**config.mk**
```make
export PLATFORM = sky130hd
export DESIGN_NAME = dpot_twowire_slave
export DESIGN_NICKNAME = d
export VERILOG_FILES = /design/src/rtl/dpot_tw_pkg.sv /design/src/rtl/tw_line_sync.sv /design/src/rtl/tw_op_class.sv /design/src/rtl/dpot_twowire_slave.sv
export SDC_FILE = /design/constraint.sdc
export NUM_CORES = 1
export LEC_CHECK = 0
export CORE_MARGIN = 4
export CORE_UTILIZATION = 55
export CTS_BUF_LIST = sky130_fd_sc_hd__clkbuf_8 sky130_fd_sc_hd__clkbuf_16
export CTS_CLUSTER_DIAMETER = 30
export DETAILED_ROUTE_END_ITERATION = 10
export PLACE_DENSITY = 0.91
export SYNTH_ARGS = -nofsm -noshare
export SYNTH_HDL_FRONTEND = slang
export SYNTH_HIERARCHICAL = 1
export SYNTH_SLANG_ARGS = --single-unit
```
**constraint.sdc**
```tcl
create_clock -name clk -period 6.7 [get_ports clk]
set_clock_uncertainty 0.2 [all_clocks]
set_input_delay 1.34 -clock clk [delete_from_list [all_inputs] [get_ports clk]]
set_output_delay 1.34 -clock clk [all_outputs]
set_load 0.1 [all_outputs]
```
**src/rtl/dpot_tw_pkg.sv**
```systemverilog
package dpot_tw_pkg;

    localparam int OP_W  = 4;
    localparam int SEL_W = 2;

    localparam logic [OP_W-1:0] OP_RD_WIPER  = 4'b1001;
    localparam logic [OP_W-1:0] OP_WR_WIPER  = 4'b1010;
    localparam logic [OP_W-1:0] OP_RD_STORE  = 4'b1011;
    localparam logic [OP_W-1:0] OP_WR_STORE  = 4'b1100;
    localparam logic [OP_W-1:0] OP_RECALL    = 4'b1101;
    localparam logic [OP_W-1:0] OP_SAVE      = 4'b1110;
    localparam logic [OP_W-1:0] OP_RECALL_ALL = 4'b0001;
    localparam logic [OP_W-1:0] OP_SAVE_ALL  = 4'b1000;
    localparam logic [OP_W-1:0] OP_STEP      = 4'b0010;

    typedef enum logic [3:0] {
        ST_IDLE, ST_ADDR, ST_INSTR, ST_WDATA, ST_ACK,
        ST_TX, ST_MACK, ST_STEP, ST_HOLD
    } tw_state_t;

    typedef enum logic [2:0] {
        CK_BAD, CK_READ, CK_WRITE, CK_XFER, CK_STEP
    } cmd_kind_t;

endpackage

```
**src/rtl/tw_line_sync.sv**
```systemverilog
module tw_line_sync #(
    parameter int STAGES = 2
) (
    input  logic clk,
    input  logic rst_n,
    input  logic scl_in,
    input  logic sda_in,
    output logic scl_lvl,
    output logic sda_lvl,
    output logic scl_rise,
    output logic scl_fall,
    output logic start_det,
    output logic stop_det
);
    logic [STAGES-1:0] scl_q, sda_q;
    logic scl_prev, sda_prev;

    always_ff @(posedge clk or negedge rst_n) begin
        if (!rst_n) begin
            scl_q    <= '1;
            sda_q    <= '1;
            scl_prev <= 1'b1;
            sda_prev <= 1'b1;
        end else begin
            scl_q    <= {scl_q[STAGES-2:0], scl_in};
            sda_q    <= {sda_q[STAGES-2:0], sda_in};
            scl_prev <= scl_lvl;
            sda_prev <= sda_lvl;
        end
    end

    assign scl_lvl   = scl_q[STAGES-1];
    assign sda_lvl   = sda_q[STAGES-1];
    assign scl_rise  = scl_lvl & ~scl_prev;
    assign scl_fall  = ~scl_lvl & scl_prev;
    assign start_det = scl_lvl & scl_prev & sda_prev & ~sda_lvl;
    assign stop_det  = scl_lvl & scl_prev & ~sda_prev & sda_lvl;
endmodule

```
**src/rtl/tw_op_class.sv**
```systemverilog
module tw_op_class
    import dpot_tw_pkg::*;
(
    input  logic [OP_W-1:0] op,
    output cmd_kind_t       kind
);
    always_comb begin
        case (op)
            OP_RD_WIPER, OP_RD_STORE:             kind = CK_READ;
            OP_WR_WIPER, OP_WR_STORE:             kind = CK_WRITE;
            OP_RECALL, OP_SAVE,
            OP_RECALL_ALL, OP_SAVE_ALL:           kind = CK_XFER;
            OP_STEP:                              kind = CK_STEP;
            default:                              kind = CK_BAD;
        endcase
    end
endmodule

```
**src/rtl/dpot_twowire_slave.sv**
```systemverilog
module dpot_twowire_slave
    import dpot_tw_pkg::*;
#(
    parameter int          ADDR_W      = 4,
    parameter int          DATA_W      = 6,
    parameter int          SYNC_STAGES = 2,
    parameter logic [3:0]  TYPE_ID     = 4'b0101
) (
    input  logic              clk,
    input  logic              rst_n,
    input  logic              scl_in,
    input  logic              sda_in,
    input  logic [ADDR_W-1:0] addr_pins,
    input  logic              nv_busy,
    input  logic [DATA_W-1:0] rd_data,
    output logic              sda_oe,
    output logic              cmd_valid,
    output logic [OP_W-1:0]   cmd_op,
    output logic [SEL_W-1:0]  cmd_reg,
    output logic [SEL_W-1:0]  cmd_pot,
    output logic [DATA_W-1:0] cmd_data,
    output logic              step_valid,
    output logic              step_up
);
    localparam int BYTE_W = 8;
    localparam int TYPE_W = BYTE_W - ADDR_W;
    localparam int PAD_W  = BYTE_W - DATA_W;
    localparam int CNT_W  = $clog2(BYTE_W + 1);

    logic scl_lvl, sda_lvl, scl_rise, scl_fall, start_det, stop_det;

    tw_line_sync #(.STAGES(SYNC_STAGES)) u_sync (
        .clk(clk), .rst_n(rst_n), .scl_in(scl_in), .sda_in(sda_in),
        .scl_lvl(scl_lvl), .sda_lvl(sda_lvl), .scl_rise(scl_rise),
        .scl_fall(scl_fall), .start_det(start_det), .stop_det(stop_det)
    );

    tw_state_t        state, state_nx, ack_next;
    logic [BYTE_W-1:0] shreg, byte_in, tx_load;
    logic [CNT_W-1:0]  bitcnt;
    logic              last_bit, addr_ok, pending, step_lvl;
    cmd_kind_t         in_kind;

    assign byte_in  = {shreg[BYTE_W-2:0], sda_lvl};
    assign tx_load  = {{PAD_W{1'b0}}, rd_data};
    assign last_bit = (bitcnt == CNT_W'(BYTE_W - 1));
    assign addr_ok  = (byte_in[BYTE_W-1 -: TYPE_W] == TYPE_ID[TYPE_W-1:0]) &&
                      (byte_in[ADDR_W-1:0] == addr_pins);

    tw_op_class u_cls (.op(byte_in[BYTE_W-1 -: OP_W]), .kind(in_kind));

    // next-state logic
    always_comb begin
        state_nx = state;
        if (stop_det) begin
            state_nx = ST_IDLE;
        end else if (start_det) begin
            state_nx = ST_ADDR;
        end else begin
            unique case (state)
                ST_IDLE, ST_STEP, ST_HOLD: state_nx = state;
                ST_ADDR:  if (scl_rise && last_bit)
                              state_nx = (addr_ok && !nv_busy) ? ST_ACK : ST_IDLE;
                ST_INSTR: if (scl_rise && last_bit)
                              state_nx = (in_kind != CK_BAD) ? ST_ACK : ST_IDLE;
                ST_WDATA: if (scl_rise && last_bit) state_nx = ST_ACK;
                ST_ACK:   if (scl_fall && sda_oe) state_nx = ack_next;
                ST_TX:    if (scl_fall && bitcnt == CNT_W'(BYTE_W)) state_nx = ST_MACK;
                ST_MACK:  if (scl_rise) state_nx = ST_HOLD;
                default:  state_nx = ST_IDLE;
            endcase
        end
    end

    // state register
    always_ff @(posedge clk or negedge rst_n) begin
        if (!rst_n) state <= ST_IDLE;
        else        state <= state_nx;
    end

    // datapath and outputs
    always_ff @(posedge clk or negedge rst_n) begin
        if (!rst_n) begin
            ack_next   <= ST_IDLE;
            shreg      <= '0;
            bitcnt     <= '0;
            sda_oe     <= 1'b0;
            pending    <= 1'b0;
            step_lvl   <= 1'b0;
            cmd_valid  <= 1'b0;
            step_valid <= 1'b0;
            step_up    <= 1'b0;
            cmd_op     <= '0;
            cmd_reg    <= '0;
            cmd_pot    <= '0;
            cmd_data   <= '0;
        end else begin
            cmd_valid  <= 1'b0;
            step_valid <= 1'b0;
            if (stop_det) begin
                sda_oe    <= 1'b0;
                cmd_valid <= pending;
                pending   <= 1'b0;
            end else if (start_det) begin
                sda_oe  <= 1'b0;
                pending <= 1'b0;
                bitcnt  <= '0;
            end else begin
                unique case (state)
                    ST_ADDR, ST_INSTR, ST_WDATA: if (scl_rise) begin
                        shreg  <= byte_in;
                        bitcnt <= last_bit ? '0 : bitcnt + CNT_W'(1);
                        if (last_bit) begin
                            if (state == ST_ADDR) begin
                                ack_next <= ST_INSTR;
                            end else if (state == ST_WDATA) begin
                                cmd_data <= byte_in[DATA_W-1:0];
                                pending  <= 1'b1;
                                ack_next <= ST_HOLD;
                            end else begin
                                cmd_op  <= byte_in[7:4];
                                cmd_reg <= byte_in[3:2];
                                cmd_pot <= byte_in[1:0];
                                pending <= (in_kind == CK_XFER);
                                case (in_kind)
                                    CK_READ:  ack_next <= ST_TX;
                                    CK_WRITE: ack_next <= ST_WDATA;
                                    CK_STEP:  ack_next <= ST_STEP;
                                    default:  ack_next <= ST_HOLD;
                                endcase
                            end
                        end
                    end
                    ST_ACK: if (scl_fall) begin
                        if (!sda_oe) begin
                            sda_oe <= 1'b1;
                        end else if (ack_next == ST_TX) begin
                            shreg  <= tx_load;
                            sda_oe <= ~tx_load[BYTE_W-1];
                            bitcnt <= '0;
                        end else begin
                            sda_oe <= 1'b0;
                            bitcnt <= '0;
                        end
                    end
                    ST_TX: begin
                        if (scl_rise) bitcnt <= bitcnt + CNT_W'(1);
                        if (scl_fall) begin
                            if (bitcnt == CNT_W'(BYTE_W)) begin
                                sda_oe <= 1'b0;
                            end else begin
                                shreg  <= {shreg[BYTE_W-2:0], 1'b0};
                                sda_oe <= ~shreg[BYTE_W-2];
                            end
                        end
                    end
                    ST_STEP: begin
                        if (scl_rise) step_lvl <= sda_lvl;
                        if (scl_fall) begin
                            step_valid <= 1'b1;
                            step_up    <= step_lvl;
                        end
                    end
                    ST_IDLE, ST_MACK, ST_HOLD: ;
                    default: ;
                endcase
            end
        end
    end
endmodule

```
Word-level counts from Yosys, hierarchy flattened
Memory sizes are Yosys's and may differ from the RTL's.
Index checks and enable logic that the tools add are counted.
Operators by class
  add/sub/neg operators: 1
  equality and inequality tests: 37
  mux-type cells: 48
  bitwise gates (word level): 16
  reduce and logical (&&, ||, !) cells: 26
Operator list (number)
  $mux W4: 16
  $mux W7: 6
  $ne A4 B4 Y1 const B: 8
  $eq A4 B3 Y1 const B: 7
  $pmux W4 S7: 1
  $pmux W4 S3: 2
  $pmux W7 S3: 1
  $reduce_and A7 Y1: 3
  $mux W1: 19
  $ne A3 B3 Y1 const B: 6
  $reduce_bool A3 Y1: 5
  $ne A2 B2 Y1 const B: 6
  $reduce_and A4 Y1: 3
  $not A1 Y1: 9
  $reduce_and A9 Y1: 1
  $eq A4 B2 Y1 const B: 2
  $eq A4 B4 Y1 const B: 2
  $reduce_bool A4 Y1: 2
  $and A1 B1 Y1: 7
  $eq A3 B2 Y1 const B: 2
  $mux W3: 2
  $reduce_and A6 Y1: 1
  $reduce_or A3 Y1: 2
  $logic_and A1 B1 Y1: 5
  10 further kinds: 10
Storage, ports and cells
  register bits after elaboration: 45
  bits in read-only memories: 48
  input port bits: 15
  output and inout port bits: 18
  word-level logic and storage cells: 147
  memories: 1
Memory list
  (no name shown): words 16, bits a word 3, read ports 1, clocked after Yosys merged registers in 0, write ports 0, RTL line tw_op_class.sv:8  | case (op)

Depth between registers and ports, before layout
Gate-level depths: netlist of the first run.
An unclocked memory read counts as a cell.
  depth in word-level cells: 9
  gate-level depth with buffers: 9
  gate-level depth less buffers: 9

By module
The synthesis of the first run kept the hierarchy.
By module, submodules not included
  dpot_twowire_slave: instances 1, cells an instance 202, area an instance 2267.2 um2, sequential area each 975.9 um2
  tw_line_sync: instances 1, cells an instance 10, area an instance 190.2 um2, sequential area each 157.7 um2
  tw_op_class: instances 1, cells an instance 14, area an instance 95.1 um2, sequential area each 0.0 um2

Worst setup path before layout of the first run
Ideal clock, no wire load.
  path type: register to output
  start point: register sda_oe
  end point: output sda_oe
  arrival time: 0.951 ns
  data required time: 5.160 ns
  slack: 4.209 ns
  cell stages (with the launch flop): 1
  path buffers: 0
  path through: dfrtp_1
RTL lines
  start: declaration: RTL line dpot_twowire_slave.sv:16  | output logic sda_oe,
  start signal: assignment: RTL line dpot_twowire_slave.sv:139  | sda_oe <= ~tx_load[BYTE_W-1];
  start signal: assignment: RTL line dpot_twowire_slave.sv:153  | sda_oe <= ~shreg[BYTE_W-2];
No word-level cell between the ends.

Worst setup path after layout of the first run
  start point: register sda_oe
  end point: output sda_oe
No word-level cell between the ends.

==> results by group, run 1 <==
Power
  – Portion of total power attributed to combinational logic: 0.318
  – Switching power: 288 µW
  – Power Internal: 553 µW
  – Power per Cell Area: around 280 mW/mm²
  – Seq pwr share: 0.440
  – Highest ir drop seen on vdd: 0.177 mV
  – Clock network fraction of design power: 0.242
  – Switching power as a share of total power: 0.342
  – Standby leakage power: around 0.0013 µW

Clock network
  – Count of instances resized after the clock tree is built: 0
  – Hold buffer count at CTS: 0
  – Clk sinks: 45
  – Insertion delay to the later sink of the worst-skew pair: 0.30 ns
  – Largest buffer count on any clock path: 2
  – # H-tree levels: 2
  – CTS tree: yes
  – Post-CTS Setup Repair Bufs: 0
  – Clk slew on worst S/H paths: 0.08 ns
  – Total CTS buffers: 5
  – Root buffer selected by CTS: clkbuf_8

Layout
  – Number of flip-flops under the largest register name: 7
  – Filler instances: 329
  – Area added between synthesis and finish: 16.5%
  – Top reg by flops: shreg
  – Layout Utilization: 0.673
  – Largest registers: shreg (7), cmd_data (6)
  – Total inserted antenna cells: 0
  – Count of nets after finishing: about 280
  – Proportion of layout cells with a drive suffix above 1: 0.171
  – Final standard cell count with taps included and fillers excluded: 309

Routing
  – Post-route ant nets: 0
  – Vias: ~1900
  – Wire length per cell after detailed routing: 17.9 µm
  – Number of detailed-routing iterations run before antenna repair: 7
  – DRC viols: 0
  – Routed wire length: 5520 µm
  – Ratio of routed vias to standard cells: 6.09
  – Number of design-rule violations left by the first detailed-router iteration: 177

Logic synthesis
  – Nets in the synthesized netlist: between 200 and 250
  – Synthesized cell area: 0.00255 mm²
  – Post-synthesis xor/xnor area fraction: 0.0240
  – Fraction of registers with async set or reset after synthesis: 1.00
  – Gate Count Post-Synth: 226
  – Commonest register cell after synthesis: dfrtp_1
  – Multiplexer share of the synthesized area: 0.157
  – Syn_area_per_cell: 11.3 µm²
  – Share of synthesized cell area in full adder, half adder and majority cells: 0.0245
  – Register bit count reported by yosys: 45
  – Post-synth EDFFs: 0
  – Number of distinct library cells after synthesis: 60
  – Yosys warns: 6
  – Fraction of the yosys area taken by sequential cells: 0.444
  – Dominant combinational cell family by area after synthesis: simple AND/OR/NAND/NOR gates
  – Synthesized-area fraction occupied by ao, oa, aoi and oai cells: 0.110
  – Area fraction in and, or, nand and nor cells after synthesis: 0.196

GRT
  – Number of global-route vias before repair: 1875
  – All-Layer GR Usage: 0.195
  – Global-route wire length before repair: between 9000 and 10000 µm
  – Pin count of the biggest net entering global routing: 46
  – Antenna violations before repair: 0
  – Total overflow reported by the global router: 0

Timing
  – Final-report hold violation count: 0
  – Aggregate negative setup slack: 0 ns
  – Final number of setup-violating endpoints: 0
  – Number of pins exceeding their max-slew limit in the final report: 0
  – Transition at the pin with the smallest max-transition slack: 0.994 ns
  – Final critical-path required period: 3.44 ns
  – Worst slew slack as a fraction of its limit: 0.335
  – RSZ-0062 raised after global routing: false
  – Final period utilization: 0.513
  – Fmax: 291 MHz

Worst setup path
  – Type of the worst setup path: reg -> out
  – Biggest fanout along the worst timing path: 6
  – Cell breakdown of the critical path: clkdlybuf4s50_1
  – Arrival @ worst endpoint: 1.90 ns
  – Crit end category: output pin
  – Max stage delay cell, worst path: clkdlybuf4s50_1
  – Crit-path leading delay family: buffers and inverters
  – Buffer and inverter count on the worst path: 1
  – Required arrival time at the worst endpoint: 5.16 ns
  – Startpoint type of the worst setup path: flop
  – Slowest cell delay on critical path: around 1.2 ns

Floorplan
  – Height of the chip: between 70 and 80 µm
  – Effective utilization at floorplan: 0.578
  – Horizontal extent of the die: 76.1 µm
  – Core Region: 0.00441 mm²
  – Total number of placement rows: 24
  – Top-level I/O count: 33
  – Die area: 0.00580 mm²

Place
  – Final Wtd Congestion: 0.869
  – Placed Instances: 301
  – Count of port buffers added during placement: 32
  – Post-detailed-placement half-perimeter wirelength: 3830 µm

Worst hold path
  – Class of the tightest hold or removal check: reg -> reg

Run
  – Number of maximum-capacitance constraint violations: 0

Status
  – Run status: completed
layout make-up:
| class | count | area (µm²) | area share |
|---|---|---|---|
| Multi-Input combinational cell | 161 | 1310 | 0.439 |
| Sequential cell | 45 | 1130 | 0.381 |
| Timing Repair Buffer | 32 | 315 | 0.106 |
| Clock buffer | 5 | 68.8 | 0.0231 |
| Tap cell | 52 | 65.1 | 0.0219 |
| Clock inverter | 3 | 42.5 | 0.0143 |
| Inverter | 11 | 41.3 | 0.0139 |
metal layers:
layer	routed length (µm)	track usage	vias up
met5	0	0	-
met1	2260	0.256	894
met4	182	0.0892	0
li1	-	-	883
met2	2670	0.305	84
met3	399	0.0473	20
cell usage after synthesis, drive strengths merged, types with 5 or more instances:
cell | n | area [µm²]
dfrtp | 39 | 976
mux2 | 28 | 372
nand2 | 13 | 48.8
nor2 | 12 | 55.1
o21ai | 12 | 60.1
inv | 11 | 41.3
buf | 9 | 71.3
a21oi | 8 | 40.0
nand2b | 7 | 51.3
dfstp | 6 | 158
ha | 5 | 62.6
nand3 | 5 | 25.0
nor2b | 5 | 33.8
o22ai | 5 | 31.3
xor2 | 5 | 43.8
power by group through the flow:
stage | logic (µW) | clock network (µW) | registers [µW]
after floorplan | 228 | 0 | 348
after global placement | 249 | 0 | 368
after detailed placement | 262 | 0 | 372
after CTS | 268 | 207 | 367
after global routing | 293 | 221 | 378
final | 267 | 203 | 370
path summary, 6_finish.rpt:
check | from | endpoint | slack, ns | cells after the start
setup reg to reg | state[1] | shreg[6] | 4.05 | 4
hold reg to reg | u_sync/sda_q[0] | u_sync/sda_q[1] | 0.16 | 0
hold / removal | u_sync/sda_q[0] | u_sync/sda_q[1] | 0.16 | 0
setup / recovery | sda_oe | sda_oe | 3.26 | 1
max in group asynchronous | rst_n | state[0] | 4.72 | 1
min in group asynchronous | rst_n | cmd_valid | 0.99 | 1
cells by family (layout without fill, tap and decap cells):
family,after synthesis,after routing
compound gates,43,43
xor+xnor,7,7
fa+ha+maj,5,5
buf+inv,20,51
flops,45,45
mux,31,31
simple gates,75,75
placed cells by master (no fill, tap or decap), types with 3 or more instances in the layout:
cell             synthesis  layout
dfrtp_1                 39      39
clkdlybuf4s50_1          0      31
mux2_4                  15      15
nand2_1                 13      13
inv_1                   11      12
nor2_1                  10      10
a21oi_1                  8       8
o21ai_0                  7       7
mux2_1                   7       7
mux2_2                   6       6
nand2b_1                 6       6
dfstp_2                  6       6
nand3_1                  5       5
o21ai_1                  5       5
o22ai_1                  5       5
xor2_1                   5       5
ha_1                     5       5
clkbuf_8                 0       5
nor3_1                   4       4
and4b_1                  4       4
nor2b_1                  4       4
nor4b_1                  3       3
mux2i_1                  3       3
per-stage QoR:
step	hold slack, ns	power, µW	area, µm²	setup slack (ns)
5_1_grt	0.170	891	2970	3.21
3_5_place_dp	0.149	634	2860	3.60
4_1_cts	0.166	842	2970	3.26
3_3_place_gp	0.146	618	2860	3.62
2_1_floorplan	0.145	576	2550	4.21
6_report	0.165	841	2970	3.26
Power figures use the tool's default switching activity.
==> inputs of run 2 (changes only) <==
CORE_UTILIZATION = 50   (was 55)
PLACE_DENSITY = 0.88   (was 0.91)
clock period = 3 ns   (was 6.7 ns; I/O delays follow)
==> results by group, run 2 (synthesis gave the netlist of run 1 again) <==
GRT
  – All-Layer GR Usage: 0.190 (-0.00481)
  – Pin count of the biggest net entering global routing: 46 (unchanged)
  – Antenna violations before repair: 0 (unchanged)
  – Met2 Resource Use GR: 0.300 (-0.00513)
  – Global-route wire length before repair: 9350 µm (+1.2%)
  – Number of global-route vias before repair: 1925 (+2.7%)
  – Routing layer with the top usage in global route: met2
  – Met3 usage: 0.0451 (-0.00213)
  – Met1 Usage GRT: 0.254 (-0.00133)
  – Total overflow reported by the global router: 0 (unchanged)

Timing
  – Transition at the pin with the smallest max-transition slack: 0.950 ns (-0.0450 ns)
  – Final critical-path required period: between 2 and 3 ns
  – Fmax: 389 MHz
  – Final-report hold violation count: 0 (unchanged)
  – Number of pins exceeding their max-slew limit in the final report: 0 (unchanged)
  – Final number of setup-violating endpoints: 0 (unchanged)
  – Worst slew slack as a fraction of its limit: 0.367 (+0.0320)
  – Final period utilization: 0.856
  – Aggregate negative setup slack: 0 ns (unchanged)
  – RSZ-0062 raised after global routing: false
  – Worst hold-check slack: 0.158 ns (-0.00685 ns)

Worst setup path
  – Register-to-register path setup slack: 0.43 ns (-3.62 ns)
  – Worst flop-to-flop path endpoint: cmd_data[4]
  – Startpoint of the lowest-slack register-to-register path: u_sync/scl_q[1]
  – Depth of the worst register-to-register path: 5 (+1)
  – Crit end category: flop
  – Arrival @ worst endpoint: 2.56 ns (+0.66 ns)
  – Startpoint type of the worst setup path: flop
  – Required arrival time at the worst endpoint: 2.99 ns (-2.17 ns)
  – Type of the worst setup path: reg -> reg
  – Biggest fanout along the worst timing path: 6 (unchanged)

Place
  – Count of port buffers added during placement: 32 (unchanged)
  – Final Wtd Congestion: 0.921 (+6.0%)
  – Post-detailed-placement half-perimeter wirelength: 4020 µm (+4.9%)

Layout
  – Layout Utilization: 0.605 (-0.0683)
  – Largest registers: shreg (7), cmd_data (6)
  – Most frequent cells in the layout: 39 x dfrtp_1, 20 x buf_4, 15 x mux2_4
  – Filler instances: 400 (+22%)
  – Area added between synthesis and finish: 15.0%
  – Top reg by flops: shreg
  – Number of flip-flops under the largest register name: 7 (unchanged)
  – Count of nets after finishing: 278 (+0.72%)
  – Most common library cell in the layout ignoring fill and taps: dfrtp_1
  – Total inserted antenna cells: 0 (unchanged)
  – Proportion of layout cells with a drive suffix above 1: 0.243 (+0.0720)

Power
  – Standby leakage power: 0.00136 µW (+2.6%)
  – Power Internal: 1150 µW (+110%)
  – Clock network fraction of design power: 0.203 (-0.039)
  – Switching power: 643 µW (+120%)
  – Seq pwr share: 0.459 (+0.019)
  – Switching power as a share of total power: 0.359 (+0.0169)
  – Portion of total power attributed to combinational logic: 0.337 (+0.019)
  – Power per Cell Area: 610 mW/mm² (+120%)
  – Highest ir drop seen on vdd: 0.389 mV (+120%)

Routing
  – Number of detailed-routing iterations run before antenna repair: 5 (-2)
  – Routed wire length: 5480 µm (-0.71%)
  – Post-route ant nets: 0 (unchanged)
  – Vias: 1904 (+1.2%)
  – Wire length per cell after detailed routing: 16.8 µm (-5.9%)
  – Ratio of routed vias to standard cells: 5.84 (-4.1%)
  – DRC viols: 0 (unchanged)
  – Number of design-rule violations left by the first detailed-router iteration: 234 (+32%)

Clock network
  – Count of instances resized after the clock tree is built: 0 (unchanged)
  – Clk slew on worst S/H paths: 0.08 ns (about the same)
  – Root buffer selected by CTS: clkbuf_8
  – # H-tree levels: 2 (unchanged)
  – Largest buffer count on any clock path: 2 (unchanged)
  – Total CTS buffers: 5 (unchanged)
  – Clk sinks: 45 (unchanged)
  – CTS tree: yes
  – Insertion delay to the later sink of the worst-skew pair: 0.30 ns (about the same)
  – Hold buffer count at CTS: 0 (unchanged)
  – Post-CTS Setup Repair Bufs: 0 (unchanged)

Floorplan
  – Die area: 0.00631 mm² (+8.9%)
  – Effective utilization at floorplan: 0.526 (-0.0518)
  – Core Region: 0.00485 mm² (+9.8%)
  – Total number of placement rows: 25 (+4.2%)
  – Top-level I/O count: 33 (unchanged)
  – Height of the chip: 79.5 µm (+4.4%)
  – Horizontal extent of the die: 79.5 µm (+4.4%)

Worst hold path
  – Worst hold start: u_sync/sda_q[0]
  – Endpoint of the worst hold path: u_sync/sda_q[1]
  – Count of cells along the worst hold path: 0 (unchanged)
  – Class of the tightest hold or removal check: reg -> reg

Run
  – Number of maximum-capacitance constraint violations: 0 (unchanged)

Status
  – Run status: completed
-- run 2: worst max path at each step --
stage                        to  slack (ns)            start
floorplan             cmd_op[0]        0.82  u_sync/sda_q[1]
finish              cmd_data[4]        0.43  u_sync/scl_q[1]
global placement    cmd_data[3]        0.41  u_sync/scl_q[1]
global route        cmd_data[1]        0.30  u_sync/scl_q[1]
CTS                 cmd_data[4]        0.43  u_sync/scl_q[1]
detailed placement  cmd_data[1]        0.45  u_sync/scl_q[1]
-- run 2: power by group through the flow --
| stage | combinational [µW] | sequential, µW | clock [µW] |
|---|---|---|---|
| after floorplan | 508 | 777 | 0 |
| after global placement | 570 | 825 | 0 |
| after detailed placement | 597 | 828 | 0 |
| after CTS | 599 | 818 | 369 |
| after global routing | 677 | 841 | 385 |
| final | 604 | 822 | 364 |
-- run 2: area by class of cell --
| class | count | area [µm²] | share of cell area |
|---|---|---|---|
| sequential | 45 | 1130 | 0.386 |
| tap | 67 | 83.8 | 0.0286 |
| timing repair buffer | 34 | 285 | 0.0972 |
| clock inverter | 3 | 15.0 | 0.00512 |
| multi-input combinational | 161 | 1310 | 0.445 |
| inverter | 11 | 41.3 | 0.0141 |
| clock buffer | 5 | 68.8 | 0.0235 |
-- run 2: metrics by stage --
stage                     setup slack, ns  cell area [µm²]  power, µW  instances
after global routing                0.301             2930       1900        326
final                               0.431             2930       1790        326
after CTS                           0.431             2930       1790        326
after floorplan                     0.815             2550       1290        226
after global placement              0.411             2850       1400        318
after detailed placement            0.447             2850       1430        318
-- run 2: critical path, stage by stage (launching register included) --
cell     delay [ns]
dfstp_2        0.56
nor2b_1        0.43
and4b_1        0.37
nand4_2        0.18
nor2_2         0.34
mux2_2         0.38
-- run 2: metal layers --
| layer | share of wire | wire length (µm) |
|---|---|---|
| met4 | 0.021 | 116 |
| met3 | 0.064 | 351 |
| met2 | 0.47 | 2590 |
| met5 | 0 | 0 |
| met1 | 0.44 | 2420 |
